## config.mk

```make
export PLATFORM = sky130hd
export DESIGN_NAME = anc_pkt_inserter
export DESIGN_NICKNAME = d
export VERILOG_FILES = /design/src/rtl/anc_ins_pkg.sv /design/src/rtl/anc_ins_regs.sv /design/src/rtl/anc_ins_seq.sv /design/src/rtl/anc_ins_csum.sv /design/src/rtl/anc_pkt_inserter.sv
export SDC_FILE = /design/constraint.sdc
export NUM_CORES = 1
export LEC_CHECK = 0
export BUFFER_PORTS_ARGS = -buffer_cell sky130_fd_sc_hd__buf_2
export CORE_MARGIN = 5
export CORE_UTILIZATION = 45
export DETAILED_ROUTE_END_ITERATION = 16
export SYNTH_ARGS = -nofsm -noshare
export SYNTH_HDL_FRONTEND = slang
export SYNTH_SLANG_ARGS = --single-unit
```

## constraint.sdc

```tcl
create_clock -name clk -period 5.4 [get_ports clk]
set_input_delay 0.81 -clock clk [delete_from_list [all_inputs] [get_ports clk]]
set_output_delay 0.81 -clock clk [all_outputs]
set_load 0.005 [all_outputs]
```

## src/rtl/anc_ins_pkg.sv

```systemverilog
`timescale 1ns/1ps
package anc_ins_pkg;
  typedef logic [9:0] word_t;

  // register addresses
  localparam int A_CTRL = 0;
  localparam int A_ADF0 = 1;
  localparam int A_DID  = 4;
  localparam int A_SDID = 5;
  localparam int A_DC   = 6;
  localparam int A_CSUM = 7;
  localparam int A_UDW0 = 8;

  localparam int FLAG_WORDS = 3;
  localparam int OVERHEAD   = 7;  // flags + ids + count + checksum
  localparam int FIRST_UDW  = 6;  // packet index of first user word

  function automatic word_t csum_word(input logic [8:0] s);
    return {~s[8], s};
  endfunction
endpackage

```

## src/rtl/anc_ins_regs.sv

```systemverilog
`timescale 1ns/1ps
module anc_ins_regs
  import anc_ins_pkg::*;
#(
  parameter int MAX_UDW = 16,
  parameter int ADDR_W  = 5
) (
  input  logic                      clk,
  input  logic                      rst_n,
  input  logic                      we,
  input  logic [ADDR_W-1:0]         addr,
  input  word_t                     wdata,
  input  logic                      block,
  input  logic                      arm_clear,
  output logic                      en_bit,
  output logic                      armed,
  output logic [FLAG_WORDS-1:0][9:0] adf,
  output word_t                     did,
  output word_t                     sdid,
  output word_t                     dc,
  output logic [MAX_UDW-1:0][9:0]   udw
);
  logic wr_ok;
  assign wr_ok = we && !block;

  // control, identifiers and count; the checksum slot is accepted and dropped
  always_ff @(posedge clk) begin
    if (!rst_n) begin
      en_bit <= 1'b0;
      armed  <= 1'b0;
      did    <= '0;
      sdid   <= '0;
      dc     <= '0;
    end else begin
      if (arm_clear) armed <= 1'b0;
      if (wr_ok) begin
        if (addr == ADDR_W'(A_CTRL)) begin
          en_bit <= wdata[0];
          if (wdata[1]) armed <= 1'b1;
        end
        if (addr == ADDR_W'(A_DID))  did  <= wdata;
        if (addr == ADDR_W'(A_SDID)) sdid <= wdata;
        if (addr == ADDR_W'(A_DC))   dc   <= wdata;
      end
    end
  end

  for (genvar g = 0; g < FLAG_WORDS; g++) begin : g_adf
    always_ff @(posedge clk) begin
      if (!rst_n)                                      adf[g] <= '0;
      else if (wr_ok && addr == ADDR_W'(A_ADF0 + g))   adf[g] <= wdata;
    end
  end

  for (genvar g = 0; g < MAX_UDW; g++) begin : g_udw
    always_ff @(posedge clk) begin
      if (!rst_n)                                      udw[g] <= '0;
      else if (wr_ok && addr == ADDR_W'(A_UDW0 + g))   udw[g] <= wdata;
    end
  end
endmodule

```

## src/rtl/anc_ins_seq.sv

```systemverilog
`timescale 1ns/1ps
module anc_ins_seq
  import anc_ins_pkg::*;
#(
  parameter int MAX_UDW = 16,
  parameter int LEN_W   = 8,
  parameter int IDX_W   = 5
) (
  input  logic             clk,
  input  logic             rst_n,
  input  logic             accept,
  input  logic             win_start,
  input  logic [LEN_W-1:0] win_len,
  input  logic             armed,
  input  logic             en_ok,
  input  logic [7:0]       n_udw,
  output logic             busy,
  output logic             start,
  output logic             ins_now,
  output logic             is_last,
  output logic             arm_clear,
  output logic [IDX_W-1:0] idx_now
);
  logic [IDX_W-1:0] idx_q;
  logic             busy_q;
  logic [15:0]      need, last_idx;
  logic             fits, window;

  assign need     = 16'(n_udw) + 16'(OVERHEAD);
  assign last_idx = 16'(n_udw) + 16'(OVERHEAD - 1);
  assign fits     = (16'(n_udw) <= 16'(MAX_UDW)) && (need <= 16'(win_len));

  assign window    = accept && win_start && !busy_q;
  assign arm_clear = window && armed;
  assign start     = arm_clear && en_ok && fits;
  assign ins_now   = (accept && busy_q) || start;
  assign idx_now   = busy_q ? idx_q : '0;
  assign is_last   = (16'(idx_now) == last_idx);
  assign busy      = busy_q;

  always_ff @(posedge clk) begin
    if (!rst_n) begin
      busy_q <= 1'b0;
      idx_q  <= '0;
    end else if (ins_now) begin
      busy_q <= !is_last;
      idx_q  <= idx_now + IDX_W'(1);
    end
  end
endmodule

```

## src/rtl/anc_ins_csum.sv

```systemverilog
`timescale 1ns/1ps
module anc_ins_csum
  import anc_ins_pkg::*;
#(
  parameter int IDX_W = 5
) (
  input  logic             clk,
  input  logic             rst_n,
  input  logic             step,
  input  logic [IDX_W-1:0] idx_now,
  input  logic [7:0]       n_udw,
  input  logic [8:0]       word_lo,
  output logic [8:0]       sum
);
  logic in_range;
  // packet indices 3 (data ID) through 5+N (last user word) are summed
  assign in_range = (16'(idx_now) >= 16'(FLAG_WORDS)) &&
                    (16'(idx_now) <= 16'(n_udw) + 16'(FIRST_UDW - 1));

  always_ff @(posedge clk) begin
    if (!rst_n)                 sum <= '0;
    else if (step) begin
      if (idx_now == '0)        sum <= '0;
      else if (in_range)        sum <= sum + word_lo;
    end
  end
endmodule

```

## src/rtl/anc_pkt_inserter.sv

```systemverilog
`timescale 1ns/1ps
module anc_pkt_inserter
  import anc_ins_pkg::*;
#(
  parameter int MAX_UDW = 16,
  parameter int LEN_W   = 8,
  parameter int ADDR_W  = $clog2(A_UDW0 + MAX_UDW)
) (
  input  logic              clk,
  input  logic              rst_n,
  input  logic              smpte_mode,
  input  logic              ins_en,
  input  logic              reg_we,
  input  logic [ADDR_W-1:0] reg_addr,
  input  logic [9:0]        reg_wdata,
  input  logic              in_valid,
  output logic              in_ready,
  input  logic [9:0]        in_data,
  input  logic              win_start,
  input  logic [LEN_W-1:0]  win_len,
  output logic              out_valid,
  input  logic              out_ready,
  output logic [9:0]        out_data,
  output logic              busy
);
  localparam int IDX_W = $clog2(MAX_UDW + OVERHEAD);
  localparam int UW    = $clog2(MAX_UDW);

  logic                      en_bit, armed, arm_clear;
  logic [FLAG_WORDS-1:0][9:0] adf;
  word_t                     did, sdid, dc, pkt_word;
  logic [MAX_UDW-1:0][9:0]   udw;
  logic                      accept, en_ok, start_w, ins_now, is_last;
  logic [IDX_W-1:0]          idx_now, u_idx;
  logic [8:0]                sum;

  assign in_ready = !out_valid || out_ready;
  assign accept   = in_valid && in_ready;
  assign en_ok    = en_bit && ins_en && smpte_mode;

  anc_ins_regs #(.MAX_UDW(MAX_UDW), .ADDR_W(ADDR_W)) u_regs (
    .clk(clk), .rst_n(rst_n), .we(reg_we), .addr(reg_addr), .wdata(reg_wdata),
    .block(busy || start_w), .arm_clear(arm_clear), .en_bit(en_bit), .armed(armed),
    .adf(adf), .did(did), .sdid(sdid), .dc(dc), .udw(udw)
  );

  anc_ins_seq #(.MAX_UDW(MAX_UDW), .LEN_W(LEN_W), .IDX_W(IDX_W)) u_seq (
    .clk(clk), .rst_n(rst_n), .accept(accept), .win_start(win_start),
    .win_len(win_len), .armed(armed), .en_ok(en_ok), .n_udw(dc[7:0]),
    .busy(busy), .start(start_w), .ins_now(ins_now), .is_last(is_last),
    .arm_clear(arm_clear), .idx_now(idx_now)
  );

  anc_ins_csum #(.IDX_W(IDX_W)) u_csum (
    .clk(clk), .rst_n(rst_n), .step(ins_now), .idx_now(idx_now),
    .n_udw(dc[7:0]), .word_lo(pkt_word[8:0]), .sum(sum)
  );

  assign u_idx = idx_now - IDX_W'(FIRST_UDW);

  always_comb begin
    pkt_word = '0;
    if (idx_now == IDX_W'(0))      pkt_word = adf[0];
    else if (idx_now == IDX_W'(1)) pkt_word = adf[1];
    else if (idx_now == IDX_W'(2)) pkt_word = adf[2];
    else if (idx_now == IDX_W'(3)) pkt_word = did;
    else if (idx_now == IDX_W'(4)) pkt_word = sdid;
    else if (idx_now == IDX_W'(5)) pkt_word = dc;
    else if (is_last)              pkt_word = csum_word(sum);
    else if (u_idx < IDX_W'(MAX_UDW)) pkt_word = udw[u_idx[UW-1:0]];
  end

  always_ff @(posedge clk) begin
    if (!rst_n) begin
      out_valid <= 1'b0;
      out_data  <= '0;
    end else if (in_ready) begin
      out_valid <= in_valid;
      if (accept) out_data <= ins_now ? pkt_word : in_data;
    end
  end
endmodule

```

== Word-level counts from Yosys, hierarchy flattened ==
Index checks and enable logic that the tools add are counted.
Word-level totals
  register bits after elaboration: 248
  bits of input ports: 41
  output and inout bits: 13
  logic and storage cells: 135
Cells by class
  add/subtract/negate cells: 6
  order comparisons: 6
  equal/unequal tests: 28
  mux-type cells: 18
  bitwise operators: 1
  reduce and logical (&&, ||, !) cells: 47
Operators by type and width (number)
  $mux 10: 10
  $bmux 10 s4: 1
  $eq 5x4->1 const B: 8
  $eq 5x5->1 const B: 8
  $logic_and 1x1->1: 31
  $add 8x3->9 const B: 3
  $eq 5x3->1 const B: 5
  $eq 5x2->1 const B: 4
  $mux 9: 2
  $eq 5x16->1: 1
  $le 16x8->1: 1
  $le 5x16->1: 1
  $reduce_and 2->1: 6
  $eq 5x1->1 const B: 2
  $logic_not 5->1: 2
  $add 9x9->9: 1
  $le 8x5->1 const B: 1
  $add 5x1->5 const B: 1
  $ge 5x2->1 const B: 1
  $lt 4x5->1 const B: 1
  $lt 5x5->1 const B: 1
  $mux 5: 1
  $sub 5x3->5 const B: 1
  $logic_not 1->1: 4
  4 further kinds: 9

== Longest topological paths before layout ==
Gate-level depths: netlist of the first run.
  word-level depth: 15
  gate-level depth with buffers: 24

== Cells and area by module ==
From an unflattened synthesis of the first run, not the netlist that was laid out.
Unflattened totals
  cell total of the unflattened synthesis: 1336
  area total of the unflattened synthesis: 12914.9 µm²
By module, submodules not included
  anc_ins_regs: instances 1, cells each 779, area an instance 8094.0 µm²
  anc_pkt_inserter: instances 1, cells each 318, area an instance 2894.0 µm²
  anc_ins_seq: instances 1, cells each 128, area an instance 993.5 µm²
  anc_ins_csum: instances 1, cells each 111, area an instance 933.4 µm²

== Worst setup path before layout of the first run ==
No wires, ideal clock.
  path type: flip-flop to flip-flop
  from: reg u_seq.busy_q, in the netlist u_seq.busy
  to: reg u_csum.sum[8]
  library setup time: 0.127 ns
  arrival: 4.933 ns
  required time: 5.273 ns
  path slack: 0.340 ns
  cell stages (with the launch flop): 24
  cells stage by stage: dfxtp_1 > clkbuf_1 > clkbuf_1 > nand2_1 > inv_1 > ha_1 > buf_1 > buf_1 > clkbuf_1 > a31oi_1 > o211ai_1 > nand4_1 > a21oi_1 > ha_1 > inv_1 > fa_1 > nor2b_1 > o21ai_0 > nand2b_1 > a31oi_1 > a21oi_1 > nor4_1 > mux2_2 > or3_1
On the way
  word-level cells in the longest chain between the ends: 15
  elaborated cells between the ends (all ways): 35
  those cells by class: add/sub: 2; order compare: 3; eq/ne: 6; mux: 13; reduce/logical: 11
RTL lines
  start: declaration: line anc_ins_seq.sv:25  | logic busy_q;
  start signal: assignment: line anc_ins_seq.sv:46  | busy_q <= !is_last;
  $mux 5: line anc_ins_seq.sv:37  | assign idx_now = busy_q ? idx_q : '0;
  $sub 5x3->5: line anc_pkt_inserter.sv:59  | assign u_idx = idx_now - IDX_W'(FIRST_UDW);
  $bmux 10 s4: line anc_pkt_inserter.sv:70  | else if (u_idx < IDX_W'(MAX_UDW)) pkt_word = udw[u_idx[UW-1:0]];
  $mux 10 (implied by the code): line anc_pkt_inserter.sv:70
  $mux 10: line anc_pkt_inserter.sv:70
  $mux 10: line anc_pkt_inserter.sv:69  | else if (is_last) pkt_word = csum_word(sum);
  $mux 10: line anc_pkt_inserter.sv:68  | else if (idx_now == IDX_W'(5)) pkt_word = dc;
  $mux 10: line anc_pkt_inserter.sv:67  | else if (idx_now == IDX_W'(4)) pkt_word = sdid;
  $mux 10: line anc_pkt_inserter.sv:66  | else if (idx_now == IDX_W'(3)) pkt_word = did;
  $mux 10: line anc_pkt_inserter.sv:65  | else if (idx_now == IDX_W'(2)) pkt_word = adf[2];
  $mux 10: line anc_pkt_inserter.sv:64  | else if (idx_now == IDX_W'(1)) pkt_word = adf[1];
  $mux 10: line anc_pkt_inserter.sv:63  | if (idx_now == IDX_W'(0)) pkt_word = adf[0];
  $add 9x9->9: line anc_ins_csum.sv:24  | else if (in_range) sum <= sum + word_lo;
  $mux 9: line anc_ins_csum.sv:24
  $mux 9: line anc_ins_csum.sv:23  | if (idx_now == '0) sum <= '0;
  end signal: assignment: line anc_ins_csum.sv:24
  end: declaration: line anc_ins_csum.sv:13  | output logic [8:0] sum
Parallel ways exist; a longest one is shown, timed or not. The select of a mux whose other input is x is not followed.
A chain may end at the register's enable or synchronous reset.

== Worst setup path after layout of the first run ==
  from: reg u_seq.idx_q[1]
  to: reg u_csum.sum[8]
On the way
  word-level cells in the longest chain between the ends: 15
  elaborated cells between the ends (all ways): 28
  those cells by class: add/sub: 2; order compare: 3; eq/ne: 6; mux: 13; reduce/logical: 4
RTL lines
  start: declaration: line anc_ins_seq.sv:24  | logic [IDX_W-1:0] idx_q;
  start signal: assignment: line anc_ins_seq.sv:47  | idx_q <= idx_now + IDX_W'(1);
  $mux 5 *: line anc_ins_seq.sv:37
  $sub 5x3->5: line anc_pkt_inserter.sv:59
  $bmux 10 s4: line anc_pkt_inserter.sv:70
  $mux 10 (implied by the code): line anc_pkt_inserter.sv:70
  $mux 10: line anc_pkt_inserter.sv:70
  $mux 10: line anc_pkt_inserter.sv:69
  $mux 10: line anc_pkt_inserter.sv:68
  $mux 10: line anc_pkt_inserter.sv:67
  $mux 10: line anc_pkt_inserter.sv:66
  $mux 10: line anc_pkt_inserter.sv:65
  $mux 10: line anc_pkt_inserter.sv:64
  $mux 10: line anc_pkt_inserter.sv:63
  $add 9x9->9: line anc_ins_csum.sv:24
  $mux 9: line anc_ins_csum.sv:24
  $mux 9: line anc_ins_csum.sv:23
Mark *: on every way between the ends. The rest lies on a longest branch, timed or not. The select of a mux whose other input is x is not followed.

==> results.cfg, run 1 <==
[status]
status = finished, final reports clean

[synthesis]
synth-seq-area-share = 0.374
ys_ff_latch = 248
synth_edf_count = 0
syn_area_mm2 = 0.0133
syn_inst = 1430
synthArstFlopShare = 0
synth.area.top_cells = dfxtp_1, mux2i_1, nor2b_1
syn_nets = 1506
synth_top_cell_by_area = dfxtp_1
synth-main-ff-cell = dfxtp_1
yosys.area.top_type_share = 0.374
synth.distinct_cells = 71
yosys_warnings = 0
syn-mean-instance-area_um2 = 9.28

[worst_setup_path]
start_kind = register
cpMaxStageDelayCell = dfxtp_1
cp_cell_sequence = nand2_2 -> inv_1 -> ha_2 -> buf_4 -> nand4b_1 -> o2111ai_1 -> o21ai_0 -> nand2_1 -> nand4_1 -> a21oi_1 -> ha_1 -> nor2b_1 -> o21ai_0 -> nand2b_1 -> a31oi_1 -> a21oi_1 -> nor4b_1 -> mux2_2 -> or3_1
slowest_delay_ns = 0.54
required_ns = 5.83
crit_family = simple AND/OR/NAND/NOR gates
path_class = register to register
worstPathMaxFanout = 15
reg2reg_slack_ns = 0.73
rr_worst_depth = 19
r2r_end = u_csum.sum[8]
arrival_ns = 5.10
worstReg2RegStart = u_seq.idx_q[1]
cp-startpoint = u_seq.idx_q[1]
worstSetupEndpointType = register
worst-path-buf-inv = 2

[floorplan]
fp.dieArea_mm2 = 0.0330
die_x_um = 182
fp-row-count = 62
core_area_mm2 = 0.0289
initial_core_util = 0.459
ios = 54
die_h_um = 182

[drt]
drtAntennaViolNets = 0
wl_per_cell_um = 20.5
viasPerCell = 5.57
drc = 0
vias = 10282
dr.first_iter.drc_count = 679
totalWireLength_um = 37800
drtPass1Iterations = 7

[clocking]
clock_sinks = 248
cts_setup_buffers = 0
cts.clk_slew.worst_paths_ns = 0.06
ctsHtreeMaxLevel = 1
clock_path_buffers = 3
ctsResizeCount = 0
hold_buffers = 0
cts_tree = done
cts_root_buffer = clkbuf_16
cts_buffers = 28
clk_latency_ns = 0.55

[place]
globalplace.congestion = 0.919
placed_cell_area_mm2 = 0.0140
io_buffers = 53
dp_slack_ns = 0.807
dp_cells = 1794
place_hpwl_um = 25400

[global_routing]
grt_usage = 0.221
grt_antenna_before_repair = 1
grt_pass1_wl_um = 58600
grt_max_degree = 96
overflow = 0
grt_pass1_vias = 9882

[final_layout]
multi_input_area_mm2 = 0.00780
fin_util = 0.515
drive_gt1_frac = 0.136
fin_area_mm2 = 0.0149
final_common_cell = nor2b_1
antenna_cells = 0
final_cells = 1845
area_delta_synth_final_pct = 12.4
seq_area_mm2 = 0.00497
final_cell_mix = nor2b_1, dfxtp_1, mux2i_1, nand2_1
fill_cells = 2706
final_nets = 1516

[power]
power.density_mw_per_mm2 = 260
p_leak_nw = 5.01
p_total_mw = 3.87
vdd_drop_max_uv = 244

[sta]
fmax_ghz = 0.214
timing.final.crit_period_ns = 4.67
tightestPinTransition_ns = 1.01
final_hold_viol_count = 0
maxSlewViolCount = 0
setup_viol = 0
rsz0062_at_grt = no
timing.hold.ws_ns = 0.482
fin_crit_sh = 0.864
finalSetupTns_ns = 0
timing.final.ws_setup_ns = 0.733
slew_headroom = 0.325
skew_ns = 0.0119

[worst_hold_path]
hold-path-endpoint = u_regs.armed
holdCritStartpoint = u_regs.armed
worstHoldPathCells = 2
hold_path_class = register to register

[run]
drv_cap = 0
[synth_stat cells (4+ instances only)]
| cell | n |
|---|---|
| a311oi_1 | 7 |
| a211o_1 | 8 |
| xnor2_1 | 7 |
| and3_1 | 4 |
| nand3_1 | 20 |
| buf_1 | 29 |
| nand4_1 | 12 |
| o21ai_0 | 34 |
| a21oi_1 | 45 |
| o22ai_1 | 10 |
| a21boi_0 | 12 |
| nor2_1 | 24 |
| clkbuf_1 | 72 |
| mux2i_1 | 232 |
| ha_1 | 34 |
| o211ai_1 | 9 |
| a211oi_1 | 23 |
| nor3_1 | 23 |
| nor4_1 | 9 |
| o21a_1 | 5 |
| dfxtp_1 | 248 |
| nor2b_1 | 251 |
| a221o_1 | 13 |
| a31oi_1 | 23 |
| and2_1 | 6 |
| nand2_1 | 94 |
| inv_1 | 34 |
| nand2b_1 | 14 |
| buf_2 | 22 |
| xor2_1 | 12 |
| o32ai_1 | 8 |
| o221ai_1 | 8 |
| or3_1 | 4 |
| mux4_2 | 14 |
| mux2_2 | 4 |
[worst reg2reg max path, stage by stage (launching register included)]
cell       delay, ns
dfxtp_1         0.54
nand2_2         0.16
inv_1           0.28
ha_2            0.46
buf_4           0.25
nand4b_1        0.19
o2111ai_1       0.13
o21ai_0         0.13
nand2_1         0.16
nand4_1         0.19
a21oi_1         0.27
ha_1            0.29
nor2b_1         0.13
o21ai_0         0.17
nand2b_1        0.11
a31oi_1         0.20
a21oi_1         0.14
nor4b_1         0.17
mux2_2          0.28
or3_1           0.30
[sequential cells by signal (all words and copies together), names as in the netlist]
signal         cells
u_regs.did        10
u_regs.dc         10
out_data          10
u_seq.idx_q        5
u_regs.sdid       10
out_valid          1
u_regs.armed       1
u_regs.en_bit      1
u_csum.sum         9
u_regs.adf        30
u_regs.udw       160
u_seq.busy         1
[logic make-up after synthesis]
family	after synthesis	synth area share
flip-flops	248	0.374
buffers and inverters	160	0.0484
multiplexers	250	0.202
AND/OR/NAND/NOR	482	0.204
adder cells (fa/ha/maj)	35	0.0336
AO/OA/AOI/OAI	236	0.125
XOR/XNOR	19	0.0125
[how the worst max path moves through the flow]
| stage | to | cells after the start | slack [ns] |
|---|---|---|---|
| after global placement | u_csum.sum[8] | 19 | 0.91 |
| after CTS | u_csum.sum[8] | 19 | 0.79 |
| after floorplan | u_csum.sum[8] | 23 | 0.34 |
| final | u_csum.sum[8] | 19 | 0.73 |
| after detailed placement | u_csum.sum[8] | 19 | 0.81 |
| after global routing | u_csum.sum[8] | 21 | 0.42 |
[final cells by class]
cell class              count  share of cell area
clock buffers              45              0.0560
clock inverters             6             0.00294
inverters                  35             0.00881
multi-input cells        1022               0.523
flip-flops and latches    248               0.333
well taps                 384              0.0322
repair buffers            105              0.0444
[report_power, final]
group	total [mW]	switching, mW	internal, mW
clock	1.82	0.766	1.05
combinational	0.195	0.117	0.0776
sequential	1.86	0.0101	1.85
total	3.87	0.894	2.98
[layer usage]
metal	wire, um	track usage
met1	17300	0.296
met2	18100	0.379
met3	1500	0.0306
met4	894	0.0489
met5	11	0
Note: power is estimated with default switching activity, not from simulation.
==> inputs of run 2 (changes only) <==
--- a/config.mk
+++ b/config.mk
@@ -8,6 +8,7 @@
 export BUFFER_PORTS_ARGS = -buffer_cell sky130_fd_sc_hd__buf_2
 export CORE_MARGIN = 5
 export CORE_UTILIZATION = 45
+export CTS_BUF_LIST = sky130_fd_sc_hd__clkbuf_8
 export DETAILED_ROUTE_END_ITERATION = 16
 export SYNTH_ARGS = -nofsm -noshare
 export SYNTH_HDL_FRONTEND = slang
==> results.cfg, run 2 (synthesized netlist as in run 1, its figures left out) <==
[status]
status = finished, final reports clean

[final_layout]
final_common_cell = nor2b_1
antenna_cells = 0
drive_gt1_frac = 0.152
final_cell_mix = nor2b_1, dfxtp_1, mux2i_1, nand2_1, clkbuf_8
area_delta_synth_final_pct = 13.0
largest_reg_flops = 160
final_cells = 1874
reg_top3 = u_regs.udw x160, u_regs.adf x30
fill_cells = 2723
top_register = u_regs.udw
final_nets = 1532
fin_util = 0.518

[floorplan]
core_area_mm2 = 0.0289
ios = 54
initial_core_util = 0.459
fp-row-count = 62
fp.dieArea_mm2 = 0.0330
die_x_um = 182
die_h_um = 182

[worst_hold_path]
worstHoldPathCells = 2
hold_path_class = register to register

[drt]
totalWireLength_um = 37900
dr.first_iter.drc_count = 667
drc = 0
viasPerCell = 5.55
wl_per_cell_um = 20.2
drtAntennaViolNets = 0
drtPass1Iterations = 5
vias = 10398

[sta]
skew_ns = 0.0169
timing.final.ws_setup_ns = 0.767
slew_headroom = 0.319
fmax_ghz = 0.216
finalSetupTns_ns = 0
maxSlewViolCount = 0
final_hold_viol_count = 0
timing.final.crit_period_ns = 4.63
tightestPinTransition_ns = 1.02
rsz0062_at_grt = no
fin_crit_sh = 0.858
setup_viol = 0

[clocking]
ctsHtreeMaxLevel = 2
cts_buffers = 44
clock_path_buffers = 3
ctsResizeCount = 0
cts_setup_buffers = 0
cts_tree = done
cts_root_buffer = clkbuf_8
hold_buffers = 0
clock_sinks = 248
clk_latency_ns = 0.56
cts.clk_slew.worst_paths_ns = 0.07

[worst_setup_path]
start_kind = register
rr_worst_depth = 19
path_class = register to register
worstPathMaxFanout = 15
arrival_ns = 5.08
required_ns = 5.84
worstSetupEndpointType = register

[global_routing]
grt_max_degree = 96
grt_pass1_wl_um = 59100
grt_pass1_vias = 10089
grt_usage = 0.223
grt_antenna_before_repair = 1
overflow = 0

[power]
p_total_mw = 3.89
p_comb_frac = 0.050
p_leak_nw = 5.12
clock_power_share = 0.473
p_switching_uw = 919
vdd_drop_max_uv = 193
power.share.sequential = 0.477
netSwitchingFraction = 0.236
power.density_mw_per_mm2 = 260
p_int_mw = 2.97

[run]
drv_cap = 0

[place]
place_hpwl_um = 25400
dp_cells = 1794
dp_slack_ns = 0.807
io_buffers = 53
globalplace.congestion = 0.919
==> run 2: changes by cell type in the layout (fill, tap and decap cells not counted), moves of 2 or more <==
cell / before / now
clkbuf_1: 10 / 0
inv_8: 0 / 2
clkinv_2: 4 / 2
inv_1: 34 / 46
clkbuf_8: 7 / 64
clkbuf_16: 28 / 0
==> run 2: area by class of cell <==
cell class | count | area (um^2) | share of cell area
clock buffers | 64 | 881 | 0.0587
clock inverters | 16 | 77.6 | 0.00517
inverters | 35 | 131 | 0.00876
multi-input cells | 1022 | 7800 | 0.520
flip-flops and latches | 248 | 4970 | 0.331
well taps | 384 | 480 | 0.0320
repair buffers | 105 | 662 | 0.0441
==> run 2: worst paths after layout <==
| check | from | endpoint | slack, ns |
|---|---|---|---|
| max | u_seq.idx_q[1] | u_csum.sum[8] | 0.77 |
| min | u_regs.armed | u_regs.armed | 0.48 |
| max reg2reg | u_seq.idx_q[1] | u_csum.sum[8] | 0.77 |
| min reg2reg | u_regs.armed | u_regs.armed | 0.48 |
==> run 2: per-layer routing <==
metal	track usage	routed length, um	part of all wire
met5	0	11	0.00029
met4	0.0522	829	0.022
met3	0.0380	1620	0.043
met2	0.382	18200	0.48
met1	0.293	17200	0.45
==> run 2: power groups by stage <==
stage	Clock, mW	Combinational [mW]	Sequential [mW]
2_1_floorplan	0	0.123	1.90
3_3_place_gp	0	0.194	1.90
3_5_place_dp	0	0.195	1.90
4_1_cts	1.89	0.196	1.86
5_1_grt	1.97	0.212	1.86
6_report	1.84	0.195	1.86
==> run 2: worst max-delay path, cell delays in order (launching register included) <==
cell	delay, ns
dfxtp_1	0.53
nand2_2	0.16
inv_1	0.27
ha_2	0.46
buf_4	0.26
mux4_2	0.23
nand2_1	0.07
o211ai_1	0.15
nand4_1	0.21
a21oi_1	0.27
inv_1	0.09
fa_1	0.44
nor2b_1	0.12
o21ai_0	0.09
nand2b_1	0.11
a31oi_1	0.10
a21oi_1	0.28
nor4_1	0.09
mux2_2	0.28
or3_1	0.30
==> run 2: stage by stage <==
stage / area [um^2] / hold WS (ns)
2_1_floorplan: 13300 / 0.451
3_3_place_gp: 14000 / 0.465
3_5_place_dp: 14000 / 0.475
4_1_cts: 15000 / 0.484
5_1_grt: 15000 / 0.507
6_report: 15000 / 0.482
